[config.mk]
export PLATFORM = sky130hd
export DESIGN_NAME = spi_fifo_stat
export DESIGN_NICKNAME = d
export VERILOG_FILES = /design/src/rtl/spi_fifo_pkg.sv /design/src/rtl/spi_fifo_buf.sv /design/src/rtl/spi_fifo_flags.sv /design/src/rtl/spi_fifo_stat.sv
export SDC_FILE = /design/constraint.sdc
export NUM_CORES = 1
export LEC_CHECK = 0
export ABC_AREA = 1
export BUFFER_PORTS_ARGS = -buffer_cell sky130_fd_sc_hd__buf_2
export CAP_MARGIN = 20
export CELL_PAD_IN_SITES_DETAIL_PLACEMENT = 1
export CELL_PAD_IN_SITES_GLOBAL_PLACEMENT = 1
export CORE_MARGIN = 2
export CORE_UTILIZATION = 48
export CTS_BUF_LIST = sky130_fd_sc_hd__clkbuf_2
export DETAILED_ROUTE_END_ITERATION = 8
export PLACE_DENSITY_LB_ADDON = 0.2
export SLEW_MARGIN = 20
export SYNTH_ARGS = -nofsm -noshare
export SYNTH_HDL_FRONTEND = slang
export SYNTH_SLANG_ARGS = --single-unit
[constraint.sdc]
create_clock -name clk -period 10.43 [get_ports clk]
set_input_delay 1.5645 -clock clk [delete_from_list [all_inputs] [get_ports clk]]
set_output_delay 1.5645 -clock clk [all_outputs]
set_load 0.005 [all_outputs]
[src/rtl/spi_fifo_pkg.sv]
package spi_fifo_pkg;
   localparam int unsigned NFLAG = 8;
   localparam int unsigned FL_TX_EMPTY = 0;
   localparam int unsigned FL_TX_HALF  = 1;
   localparam int unsigned FL_TX_FULL  = 2;
   localparam int unsigned FL_RX_READY = 3;
   localparam int unsigned FL_RX_HALF  = 4;
   localparam int unsigned FL_RX_FULL  = 5;
   localparam int unsigned FL_RX_OVF   = 6;
   localparam int unsigned FL_DONE     = 7;
   typedef logic [NFLAG-1:0] flag_vec_t;
   localparam int unsigned RST_SEL_TX = 0;
   localparam int unsigned RST_SEL_RX = 1;
endpackage

[src/rtl/spi_fifo_buf.sv]
module spi_fifo_buf #(
   parameter  int unsigned DATA_W = 32,
   parameter  int unsigned DEPTH  = 16,
   localparam int unsigned AW     = $clog2(DEPTH),
   localparam int unsigned CW     = $clog2(DEPTH + 1)
) (
   input  logic              clk,
   input  logic              rst_n,
   input  logic              clr,
   input  logic              push,
   input  logic [DATA_W-1:0] push_data,
   input  logic              pop,
   output logic [DATA_W-1:0] head,
   output logic [CW-1:0]     count
);
   localparam logic [CW-1:0] CNT_FULL = CW'(DEPTH);

   generate
      if (DEPTH < 2 || (1 << AW) != DEPTH) begin : g_bad_depth
         $error("spi_fifo_buf: DEPTH must be a power of two of at least 2");
      end
      if (DATA_W < 1) begin : g_bad_width
         $error("spi_fifo_buf: DATA_W must be positive");
      end
   endgenerate

   logic [DATA_W-1:0] mem [DEPTH];
   logic [AW-1:0]     wr_ptr, rd_ptr;
   logic              do_push, do_pop;

   assign do_push = push && (count != CNT_FULL) && !clr;
   assign do_pop  = pop && (count != '0) && !clr;
   assign head    = mem[rd_ptr];

   always_ff @(posedge clk) begin
      if (do_push) mem[wr_ptr] <= push_data;
   end

   always_ff @(posedge clk or negedge rst_n) begin
      if (!rst_n) begin
         wr_ptr <= '0;
         rd_ptr <= '0;
         count  <= '0;
      end else if (clr) begin
         wr_ptr <= '0;
         rd_ptr <= '0;
         count  <= '0;
      end else begin
         if (do_push) wr_ptr <= wr_ptr + 1'b1;
         if (do_pop)  rd_ptr <= rd_ptr + 1'b1;
         count <= count + CW'(do_push) - CW'(do_pop);
      end
   end

   // the count never passes capacity
   a_r4_count_cap: assert property (@(posedge clk) disable iff (!rst_n)
      count <= CNT_FULL);
   // a push alone while full leaves the count at capacity
   a_r4_full_hold: assert property (@(posedge clk) disable iff (!rst_n)
      (push && !pop && !clr && count == CNT_FULL) |=> count == CNT_FULL);
   // a pop alone while empty changes nothing
   a_r3_empty_pop: assert property (@(posedge clk) disable iff (!rst_n)
      (pop && !push && !clr && count == '0) |=> count == '0);
   // a clear always empties the FIFO
   a_r9_clear: assert property (@(posedge clk) disable iff (!rst_n)
      clr |=> count == '0);
endmodule

[src/rtl/spi_fifo_flags.sv]
module spi_fifo_flags
   import spi_fifo_pkg::*;
#(
   parameter  int unsigned DEPTH   = 16,
   parameter  bit          IRQ_REG = 1'b0,
   localparam int unsigned CW      = $clog2(DEPTH + 1)
) (
   input  logic            clk,
   input  logic            rst_n,
   input  logic [CW-1:0]   tx_count,
   input  logic [CW-1:0]   rx_count,
   input  logic            ovf_evt,
   input  logic            done_evt,
   input  logic            clr_valid,
   input  flag_vec_t       clr_mask,
   input  logic            ien_valid,
   input  flag_vec_t       ien_data,
   output flag_vec_t       status,
   output flag_vec_t       ien,
   output logic            irq
);
   localparam logic [CW-1:0] CNT_FULL = CW'(DEPTH);
   localparam logic [CW-1:0] CNT_HALF = CW'(DEPTH / 2);

   flag_vec_t level, set_evt, clr_hit, sticky_q;

   always_comb begin
      level = '0;
      level[FL_TX_EMPTY] = (tx_count == '0);
      level[FL_TX_HALF]  = (tx_count >= CNT_HALF);
      level[FL_TX_FULL]  = (tx_count == CNT_FULL);
      level[FL_RX_READY] = (rx_count != '0);
      level[FL_RX_HALF]  = (rx_count >= CNT_HALF);
      level[FL_RX_FULL]  = (rx_count == CNT_FULL);
      set_evt = '0;
      set_evt[FL_RX_OVF] = ovf_evt;
      set_evt[FL_DONE]   = done_evt;
   end

   assign clr_hit = clr_valid ? clr_mask : '0;

   always_ff @(posedge clk or negedge rst_n) begin
      if (!rst_n) begin
         sticky_q <= '0;
      end else begin
         for (int i = 0; i < int'(NFLAG); i++) begin
            if (set_evt[i])      sticky_q[i] <= 1'b1;
            else if (clr_hit[i]) sticky_q[i] <= 1'b0;
         end
      end
   end

   assign status = level | sticky_q;

   always_ff @(posedge clk or negedge rst_n) begin
      if (!rst_n)         ien <= '0;
      else if (ien_valid) ien <= ien_data;
   end

   generate
      if (IRQ_REG) begin : g_irq_reg
         always_ff @(posedge clk or negedge rst_n) begin
            if (!rst_n) irq <= 1'b0;
            else        irq <= |(status & ien);
         end
      end else begin : g_irq_comb
         assign irq = |(status & ien);
      end
   endgenerate

   // a completion event is visible on the next cycle
   a_r6_done_set: assert property (@(posedge clk) disable iff (!rst_n)
      done_evt |=> status[FL_DONE]);
   // the completion flag holds until cleared
   a_r6_done_hold: assert property (@(posedge clk) disable iff (!rst_n)
      (status[FL_DONE] && !(clr_valid && clr_mask[FL_DONE])) |=> status[FL_DONE]);
   // an overflow event is recorded
   a_r5_ovf_set: assert property (@(posedge clk) disable iff (!rst_n)
      ovf_evt |=> status[FL_RX_OVF]);
   // the enable byte takes the written value
   a_r7_ien_load: assert property (@(posedge clk) disable iff (!rst_n)
      ien_valid |=> ien == $past(ien_data));
   // empty and half-full never coexist
   a_r1_tx_excl: assert property (@(posedge clk) disable iff (!rst_n)
      !(status[FL_TX_EMPTY] && status[FL_TX_HALF]));
endmodule

[src/rtl/spi_fifo_stat.sv]
module spi_fifo_stat
   import spi_fifo_pkg::*;
#(
   parameter  int unsigned DATA_W  = 32,
   parameter  int unsigned DEPTH   = 16,
   parameter  bit          IRQ_REG = 1'b0,
   localparam int unsigned CNT_W   = $clog2(DEPTH + 1)
) (
   input  logic               clk,
   input  logic               rst_n,
   input  logic               tx_push,
   input  logic [DATA_W-1:0]  tx_push_data,
   input  logic               tx_pop,
   output logic [DATA_W-1:0]  tx_head,
   input  logic               rx_push,
   input  logic [DATA_W-1:0]  rx_push_data,
   input  logic               rx_pop,
   output logic [DATA_W-1:0]  rx_head,
   input  logic               xfer_done,
   input  logic               stat_clr,
   input  logic [7:0]         stat_clr_mask,
   input  logic               ien_wr,
   input  logic [7:0]         ien_wr_data,
   input  logic               fifo_rst,
   input  logic [1:0]         fifo_rst_sel,
   output logic [7:0]         status,
   output logic [7:0]         ien,
   output logic               irq,
   output logic [2*CNT_W-1:0] fill_counts
);
   localparam logic [CNT_W-1:0] CNT_FULL = CNT_W'(DEPTH);

   logic [CNT_W-1:0] tx_cnt, rx_cnt;
   logic             tx_clr, rx_clr, rx_ovf;

   assign tx_clr = fifo_rst && fifo_rst_sel[RST_SEL_TX];
   assign rx_clr = fifo_rst && fifo_rst_sel[RST_SEL_RX];
   assign rx_ovf = rx_push && (rx_cnt == CNT_FULL) && !rx_clr;

   spi_fifo_buf #(.DATA_W(DATA_W), .DEPTH(DEPTH)) u_tx_fifo (
      .clk(clk), .rst_n(rst_n), .clr(tx_clr),
      .push(tx_push), .push_data(tx_push_data),
      .pop(tx_pop), .head(tx_head), .count(tx_cnt));

   spi_fifo_buf #(.DATA_W(DATA_W), .DEPTH(DEPTH)) u_rx_fifo (
      .clk(clk), .rst_n(rst_n), .clr(rx_clr),
      .push(rx_push), .push_data(rx_push_data),
      .pop(rx_pop), .head(rx_head), .count(rx_cnt));

   spi_fifo_flags #(.DEPTH(DEPTH), .IRQ_REG(IRQ_REG)) u_flags (
      .clk(clk), .rst_n(rst_n),
      .tx_count(tx_cnt), .rx_count(rx_cnt),
      .ovf_evt(rx_ovf), .done_evt(xfer_done),
      .clr_valid(stat_clr), .clr_mask(stat_clr_mask),
      .ien_valid(ien_wr), .ien_data(ien_wr_data),
      .status(status), .ien(ien), .irq(irq));

   assign fill_counts = {rx_cnt, tx_cnt};

   // soft reset of one FIFO leaves the other's count alone
   a_r9_tx_only: assert property (@(posedge clk) disable iff (!rst_n)
      (fifo_rst && fifo_rst_sel == 2'b01 && !rx_push && !rx_pop) |=> $stable(rx_cnt));
endmodule

==> run metrics, run 1 <==
Pleak=around 19 nW; CTS Sinks=approximately 1100; syn_area_per_cell=roughly 11 µm²; fill cell count=9904; initial DRC count=2211; Flop pwr share=approximately 46%; sw frac=approximately 37%; synthesized flop and latch total=between 1000 and 1500; synth warn=0; Post-CTS Setup Repair Bufs=0; met3 WL=~7500 µm; Detailed Routing Iterations Pass 1=6; Reg2Reg Depth=6; Worst EP required=about 9 ns; Hold Path Stages=2; core area=90300 µm²; Hold Path Class=in -> reg; status=complete, no violations; clock latency at the later pin of the worst-skew pair=1.54 ns; Fin Clk Skew=about 0.09 ns; mapped cell area=43900 µm²; final hold violation count=0; area leader, netlist=edfxtp_1; fin nets=4350; synth unique cells=28; most common cell after layout, fill and taps aside=nand2_1; top-area cell type share of the netlist area=70.1%; largest net degree at the start of global routing=roughly 130; vias in the first global route=around 33000; Internal Pwr Total=about 0.007 W; Net Count, Synth=between 4000 and 5000; Setup violations, final=0; combinational fraction of design power=roughly 29%; Fmax achieved=roughly 130 MHz; switching power=slightly above 0.004 W; Reg area=~32000 µm²; Tmin final=~7.4 ns; R2R setup slack=between 7 and 8 ns; Cell Pwr Density=about 230 nW/µm²; area delta synth->final=10.0%; Worst-Margin Slew=between 1 and 1.5 ns; crit path launch type=flop; critical path's most frequent cell=nand2_1; critical-path maximum fanout=98; Worst-path clk slew=0.10 ns; Die ar.=93800 µm²; Final ANT Viol Nets=0; detailed-route via count=approximately 30000; Final Max Slew Viols=0; Worst path slowest cell=buf_4; VDD IR max=about 0.00012 V; Crit Path Class=reg -> out; Buf/Inv on CP=4; Max Root-Sink Buffers=4; max layer used=met5; clock power share=between 20% and 30%; unrepaired setup endpoints after global routing=no; Worst Hold Launch=xfer_done; CTS tree=yes; WHS=~0.3 ns; Post-Route WL=around 120000 µm; Sum Neg Setup Slack=0 ns; Port Buffers=176; # H-tree levels=5; chip width=306 µm; met1 WL=51600 µm; num rows=110; worst path arrival time=a little under 6 ns; WHS Endpoint=u_flags.sticky_q[7]; CP Cell Sequence=buf_4, buf_4, buf_4, nand2_1, nand3_1, nand2_1, nor2_1, nand2_1, nand2_1, buf_2; CTS Buf Count=289; post_cts resized=0; WL met2=approximately 56000 µm; crit path from=u_rx_fifo.rd_ptr[0]; wire per inst=approximately 21 µm; share of cells above drive strength 1=between 15 and 20%; GPL Wtd Cong=0.756; first-pass GRT wire length=between 150000 and 200000 µm; Seq/Total Area, Yosys=between 70% and 80%; gr ovfl total=0; most frequent cells in the layout=nand2_1 (1218), edfxtp_1 (1024), nor2_1 (534), clkbuf_2 (427), nand3_1 (345); FF-to-FF End=u_rx_fifo.mem[10][10]; CP peak stage delay=about 0.94 ns; total global-route track usage=between 20% and 30%; clock root cell=clkbuf_2; Initial Utilization=between 40% and 50%; Mapped Cells=~3900; area of the multi-input gates=about 11000 µm²; initial antenna violation count=15; maxcap violations=0; I/O Pins=183; Post-route DRC=0; worst relative slew slack=approximately a quarter; CP Capture Type=primary output; Crit path max-delay family=buffers and inverters; Via density=5.41; Crit Reg-Reg Startpoint=u_rx_fifo.count[3]; Post-DP HPWL=approximately 60000 µm; largest cells by area after synthesis=edfxtp_1 (70%), nand2_1 (10%), nor2_1 (4.7%), nand3_1 (3.9%), dfrtp_1 (2.1%); Final period util=71.3%; overall die height=between 300 and 400 µm
[through the flow]
| step | total power, W | util [%] | instance area (µm²) | worst slack (ns) | cells |
|---|---|---|---|---|---|
| 6_report | 0.0111 | 53.4 | 48200 | 2.99 | 5580 |
| 5_1_grt | 0.0118 | 53.4 | 48200 | 2.47 | 5574 |
| 4_1_cts | 0.0113 | 53.4 | 48200 | 2.77 | 5569 |
| 3_5_place_dp | 0.00844 | 50.8 | 45900 | 4.47 | 5114 |
| 3_3_place_gp | 0.00832 | 50.8 | 45900 | 4.54 | 5114 |
| 2_1_floorplan | 0.00723 | - | 43900 | 4.78 | 3906 |
[per-layer routing]
metal  vias to the layer above  GRT usage [%]
li1                      13900              -
met4                         6           8.53
met1                     15200           34.1
met5                         -              0
met2                       912           41.5
met3                       221           5.44
[final cells by class]
type                    count  share of cell area (%)
clock inverters            27                   0.379
diodes                     11                  0.0571
well taps                1176                    3.05
multi-input cells        2461                    22.2
clock buffers             427                    4.43
inverters                 184                    1.46
flip-flops and latches   1060                    65.6
repair buffers            234                    2.74
[synth_stat cells (all sizes together)]
library cell  number
a21o               1
a21oi             73
buf              149
clkbuf            52
clkinv             1
dfrtp             36
edfxtp          1024
fa                 2
ha                26
inv              183
mux2               5
nand2           1218
nand3            345
nand3b             2
nand4              3
nor2             552
nor4              16
o21ai            147
o21bai             1
or2               64
xor2               6
[power by group through the flow]
stage | clock [W] | combinational, W | sequential, W
final | 0.00279 | 0.00326 | 0.00507
after global routing | 0.00308 | 0.00367 | 0.00509
after CTS | 0.00288 | 0.00330 | 0.00507
after detailed placement | 0 | 0.00328 | 0.00517
after global placement | 0 | 0.00316 | 0.00515
after floorplan | 0 | 0.00214 | 0.00509
[flip-flops by register name, indices dropped and copies added (netlist names)]
| signal | flops |
|---|---|
| u_rx_fifo.wr_ptr | 4 |
| u_tx_fifo.wr_ptr | 4 |
| u_flags.sticky_q | 2 |
| u_tx_fifo.count | 5 |
| u_tx_fifo.mem | 512 |
| u_rx_fifo.count | 5 |
| u_tx_fifo.rd_ptr | 4 |
| u_flags.ien | 8 |
| u_rx_fifo.mem | 512 |
| u_rx_fifo.rd_ptr | 4 |
[what timing repair did]
| item | 4_1_cts | 5_1_grt |
|---|---|---|
| hold buffers | 1 | 0 |
| endpoints found under the setup margin | 0 | 0 |
| hold endpoints to repair | 8 | 0 |
[cells by family after synthesis]
group,after synthesis,share of synthesized area [%]
and+or+nand+nor,2200,20.3
xor gates and xnor gates,6,0.120
muxes,5,0.128
AOI/OAI and AO/OA,222,2.55
buffers and inverters,385,3.86
adders and majority gates,28,0.833
DFF,1060,72.2
[how the worst max path moves through the flow]
stage	depth (start not counted)	end	slack, ns
global route	10	rx_head[10]	2.47
global placement	9	rx_head[31]	4.54
detailed placement	10	rx_head[4]	4.47
finish	10	rx_head[10]	2.99
CTS	10	rx_head[9]	2.77
floorplan	4	u_rx_fifo.mem[11][0]	4.78
[worst reg2reg max path: stages, from the launching register on]
cell,delay (ns)
dfrtp_1,0.38
inv_1,0.09
ha_1,0.20
nand3_1,0.17
clkinv_1,0.61
nor4_2,0.49
buf_4,0.64
(Power assumes the default switching activity.)
==> run 2: changes to the inputs <==
==> constraint.sdc (replaced) <==
create_clock -name clk -period 7.7 [get_ports clk]
set_input_delay 1.155 -clock clk [delete_from_list [all_inputs] [get_ports clk]]
set_output_delay 1.155 -clock clk [all_outputs]
set_load 0.005 [all_outputs]
==> run 2 against run 1 <==
Total power grew 37%. Clock skew up 0.038 ns. Largest power group unchanged. Critical endpoint is now tx_head[1]. Cell area is 2.2% higher. Critical path type unchanged. Global-route usage up 0.21 points. Count of clock-buffer cells in the layout rose by 5. Critical path depth shrank 1.
==> run metrics, run 2 (synthesized netlist as in run 1, its figures left out) <==
Final ANT Viol Nets=0 (unchanged); R2R setup slack=4.63 ns (-2.72 ns); Largest regs=u_rx_fifo.mem: 512 flops, u_tx_fifo.mem: 512 flops, u_flags.ien: 8 flops; Setup violations, final=0 (unchanged); WHS Endpoint=u_tx_fifo.count[4]; crit path launch type=flop; Worst Hold Launch=fifo_rst; total global-route track usage=25.7% (+0.21 points); Pleak=19.3 nW (+2.3%); FF-to-FF End=u_rx_fifo.mem[10][10]; area delta synth->final=12.4%; Fin Clk Skew=0.130 ns (+0.0382 ns); Post-CTS Setup Repair Bufs=0 (unchanged); final hold violation count=0 (unchanged); core area=90300 µm² (unchanged); Post-DP HPWL=60200 µm (-1.6%); status=complete, no violations; critical-path maximum fanout=120 (+22%); Max Root-Sink Buffers=4 (unchanged); Reg area=31700 µm² (unchanged); initial DRC count=2270 (+2.7%); Crit Path Class=reg -> out; Final period util=roughly 80%; most frequent cells in the layout=nand2_1 (1218), edfxtp_1 (1024), nor2_1 (534), clkbuf_2 (432), nand3_1 (345); CTS Buf Count=295 (+2.1%); num rows=110 (unchanged); # H-tree levels=5 (unchanged); WHS=0.201 ns (-0.0943 ns); GPL Wtd Cong=0.746 (-1.3%); vias in the first global route=32800 (+0.84%); area of the multi-input gates=10700 µm² (unchanged); CTS tree=yes; CTS Sinks=1060 (unchanged); Worst-path clk slew=0.09 ns (about the same); Internal Pwr Total=0.00966 W (+37%); chip width=306 µm (unchanged); Port Buffers=176 (unchanged); Flop pwr share=45.1% (-0.5 points); share of cells above drive strength 1=17.6% (-0.28 points); Final Max Slew Viols=0 (unchanged); switching power=0.00557 W (+37%); Die ar.=93800 µm² (unchanged); Initial Utilization=48.6% (unchanged); Worst-Margin Slew=1.08 ns (-0.0252 ns); Crit Reg-Reg Startpoint=u_rx_fifo.count[3]; Hold Path Stages=4 (+2); Detailed Routing Iterations Pass 1=7 (+1); Reg2Reg Depth=6 (unchanged); detailed-route via count=30600 (+1.4%); Post-Route WL=120000 µm (+1.2%); overall die height=306 µm (unchanged); VDD IR max=0.000179 V (+48%); wire per inst=21.1 µm (-0.68%); Post-route DRC=0 (unchanged); first-pass GRT wire length=183000 µm (+0.53%); Tmin final=slightly above 6 ns; Sum Neg Setup Slack=0 ns (unchanged); worst path arrival time=4.88 ns (-1.00 ns); I/O Pins=183 (unchanged); clock latency at the later pin of the worst-skew pair=1.56 ns (+0.02 ns); fill cell count=9797 (-1.1%); sw frac=36.6% (-0.095 points); largest net degree at the start of global routing=215 (+69%); Hold Path Class=in -> reg; clock power share=25.6% (+0.5 points); crit path from=u_tx_fifo.rd_ptr[0]; unrepaired setup endpoints after global routing=no; initial antenna violation count=7 (-8); CP Capture Type=primary output; Cell Pwr Density=309 nW/µm² (+34%); gr ovfl total=0 (unchanged); Worst EP required=6.55 ns (-2.32 ns); Via density=5.39 (-0.42%); combinational fraction of design power=29.3% (about the same); maxcap violations=0 (unchanged); worst relative slew slack=27.9% (+1.7 points); Fmax achieved=166 MHz; most common cell after layout, fill and taps aside=nand2_1; fin nets=4448 (+2.3%); clock root cell=clkbuf_2
## run 2: per-layer routing
layer,GRT usage (%),vias up,routed length (µm)
met5,0,-,59
met3,5.65,214,7020
met2,41.9,879,57300
met4,8.48,10,2650
li1,-,14100,-
met1,34.2,15400,52700
## run 2: how the worst max path moves through the flow
stage | depth (start not counted) | slack, ns | end
5_1_grt | 9 | 1.30 | tx_head[1]
3_3_place_gp | 9 | 3.19 | tx_head[1]
3_5_place_dp | 9 | 3.16 | tx_head[1]
2_1_floorplan | 4 | 2.46 | u_rx_fifo.mem[11][0]
4_1_cts | 9 | 1.45 | tx_head[1]
6_report | 9 | 1.67 | tx_head[1]
## run 2: final cells by class
cell class,count,area share (%)
clock inverters,39,0.576
repair buffers,326,4.57
flip-flops and latches,1060,64.2
multi-input cells,2461,21.8
well taps,1176,2.99
clock buffers,432,4.39
inverters,184,1.43
diodes,5,0.0254
## run 2: timing repair
| item | CTS | global route |
|---|---|---|
| resized for setup | 0 | 0 |
| hold buffers | 93 | 0 |
| endpoints found under the hold margin | 1086 | 0 |
## run 2: power by group through the flow
stage                     clock network (W)  logic [W]  registers, W
after CTS                           0.00402    0.00451       0.00686
after floorplan                           0    0.00289       0.00689
final                               0.00390    0.00446       0.00686
after global routing                0.00432    0.00502       0.00690
after global placement                    0    0.00430       0.00697
after detailed placement                  0    0.00444       0.00699
## run 2: worst max-delay path, cell delays in order (launching register included)
cell and delay [ns]:
dfrtp_4 0.81, inv_6 0.84, buf_4 0.81, nand2_1 0.15, nand3_1 0.13, nand2_1 0.07
nor2_1 0.15, nand2_1 0.06, nand2_1 0.13, buf_2 0.14
## run 2: per-stage QoR
| stage | total power, W | setup slack [ns] | cells | util [%] | instance area, µm² |
|---|---|---|---|---|---|
| floorplan | 0.00979 | 2.46 | 3906 | - | 43900 |
| global placement | 0.0113 | 3.19 | 5114 | 50.8 | 45900 |
| detailed placement | 0.0114 | 3.16 | 5114 | 50.8 | 45900 |
| CTS | 0.0154 | 1.45 | 5678 | 54.6 | 49300 |
| global route | 0.0162 | 1.30 | 5681 | 54.6 | 49300 |
| finish | 0.0152 | 1.67 | 5683 | 54.6 | 49300 |
==> run 3: changes to the inputs <==
==> constraint.sdc (replaced) <==
create_clock -name clk -period 5.55 [get_ports clk]
set_input_delay 0.8325 -clock clk [delete_from_list [all_inputs] [get_ports clk]]
set_output_delay 0.8325 -clock clk [all_outputs]
set_load 0.005 [all_outputs]
==> run 3 against run 2 <==
Sequential power increased by 38%. Non-clock buffer count increased by 32. Global-route usage increased by 0.30 points. Via count decreased by 0.24%. Cell area increased by 0.53%. Critical path type unchanged.
==> run metrics, run 3 (synthesized netlist as in run 1, its figures left out) <==
status=complete, no violations; fin nets=4477 (+0.65%); area delta synth->final=13.0%; combinational fraction of design power=29.8% (+0.5 points); chip width=306 µm (unchanged); most common cell after layout, fill and taps aside=nand2_1; Final period util=approximately 93%; Final Max Slew Viols=0 (unchanged); Worst-path clk slew=0.15 ns (+0.06 ns); Worst path slowest cell=dfrtp_4; sw frac=36.8% (+0.20 points); R2R setup slack=2.34 ns (-2.29 ns); Max Root-Sink Buffers=4 (unchanged); Post-CTS Setup Repair Bufs=0 (unchanged); initial DRC count=2155 (-5.1%); max layer used=met5; clock latency at the later pin of the worst-skew pair=1.48 ns (-0.08 ns); Tmin final=between 5 and 6 ns; met3 WL=6760 µm (-3.8%); Pleak=19.4 nW (+0.52%); Internal Pwr Total=0.0133 W (+38%); # H-tree levels=5 (unchanged); CTS tree=yes; Fmax achieved=around 200 MHz; clock root cell=clkbuf_2; gr ovfl total=0 (unchanged); switching power=0.00777 W (+39%); CTS Sinks=1060 (unchanged); CTS Buf Count=292 (-1.0%); Final ANT Viol Nets=0 (unchanged); fin worst setup slack=0.400 ns (-1.27 ns); share of cells above drive strength 1=17.3% (-0.25 points); Crit Path Class=reg -> out; critical-path maximum fanout=60 (-50%); final hold violation count=0 (unchanged); finished layout cell area=49500 µm² (+0.53%); unrepaired setup endpoints after global routing=no; Initial Utilization=48.6% (unchanged); Worst EP required=4.72 ns (-1.83 ns); Detailed Routing Iterations Pass 1=5 (-2); Post-Place Cell Area=46000 µm² (+0.21%); I/O Pins=183 (unchanged); Cell Pwr Density=426 nW/µm² (+38%); Die ar.=93800 µm² (unchanged); overall die height=306 µm (unchanged); VDD IR max=0.000335 V (+87%); largest net degree at the start of global routing=218 (+1.4%); worst path arrival time=4.32 ns (-0.56 ns); pre-CTS setup slack=1.67 ns (-1.48 ns); total global-route track usage=26.0% (+0.30 points); Post-route DRC=0 (unchanged); met1 WL=54000 µm (+2.6%); wire per inst=21.1 µm (+0.36%); CP Capture Type=primary output; first-pass GRT wire length=185000 µm (+1.1%); maxcap violations=0 (unchanged); Post-DP HPWL=65600 µm (+8.9%); CP Cell Sequence=buf_4, buf_6, nor2_1, nor2_1, o21ai_0, nand3_1, nand2_1, nand2_1, buf_2; Via density=5.36 (-0.66%); Setup violations, final=0 (unchanged); initial antenna violation count=11 (+4); crit path launch type=flop; vias in the first global route=32900 (+0.16%); num rows=110 (unchanged); Largest regs=u_rx_fifo.mem: 512 flops, u_tx_fifo.mem: 512 flops, u_flags.ien: 8 flops; WL met2=57200 µm (about the same); clock power share=25.2% (-0.4 points); CP peak stage delay=0.84 ns (about the same); detailed-route via count=30600 (-0.24%); Post-Route WL=121000 µm (+0.78%); total power=0.0211 W (+39%); Sum Neg Setup Slack=0 ns (unchanged); Hold Path Class=in -> reg; Flop pwr share=45.0% (about the same); most frequent cells in the layout=nand2_1 (1218), edfxtp_1 (1024), nor2_1 (534), clkbuf_2 (411), nand3_1 (345); GPL Wtd Cong=0.756 (+1.4%); Fin Clk Skew=0.113 ns (-0.0164 ns); worst relative slew slack=23.7% (-4.2 points); core area=90300 µm² (unchanged); Worst-Margin Slew=1.14 ns (+0.0605 ns); Port Buffers=176 (unchanged)
run 3: worst paths after layout:
path	cells after the start	end	from
worst max-delay path	9	tx_head[15]	u_tx_fifo.rd_ptr[0]
worst min-delay path	3	u_flags.ien[5]	ien_wr
worst max register to register	8	u_tx_fifo.mem[0][7]	u_tx_fifo.count[2]
worst min register to register	2	u_flags.sticky_q[6]	u_flags.sticky_q[6]
max in group asynchronous	4	u_rx_fifo.count[1]	rst_n
min in group asynchronous	4	u_flags.ien[3]	rst_n
run 3: repair_timing:
| action | in CTS | in global routing |
|---|---|---|
| hold buffers | 114 | 0 |
| resized for setup | 0 | 1 |
| endpoints found under the setup margin | 0 | 5 |
| hold endpoints to repair | 1093 | 0 |
run 3: worst max-delay path: cells and delay by family, from the launching register on:
kind | cells | cell delay [ns]
AOI/OAI and AO/OA | 1 | 0.12
buffers and inverters | 3 | 1.28
DFF | 1 | 0.84
and+or+nand+nor | 5 | 0.58
run 3: final cells by class:
cell class	instances	area, µm²
Multi-Input combinational cell	2461	10700
Sequential cell	1060	31700
Antenna cell	5	12.5
Fill cell	9776	40700
Inverter	184	708
Clock inverter	52	330
Tap cell	1176	1470
Clock buffer	411	2060
Timing Repair Buffer	358	2570
run 3: stage by stage:
step	util, %	cells	hold slack, ns
after floorplan	-	3906	0.494
after global placement	50.9	5125	0.500
after detailed placement	50.9	5125	0.498
after CTS	54.9	5702	0.0169
after global routing	54.9	5706	0.117
final	54.9	5707	0.246
run 3: power groups by stage:
stage               Combinational [W]  Sequential (W)  Clock [W]
floorplan                     0.00402         0.00956          0
global placement              0.00601         0.00965          0
detailed placement            0.00622         0.00968          0
CTS                           0.00634         0.00950    0.00549
global route                  0.00706         0.00955    0.00590
finish                        0.00629         0.00950    0.00533
run 3: layer usage:
| layer | track usage [%] | up-vias |
|---|---|---|
| li1 | - | 14200 |
| met2 | 41.7 | 819 |
| met4 | 8.54 | 10 |
| met1 | 35.5 | 15400 |
| met3 | 5.41 | 202 |
| met5 | 0 | - |
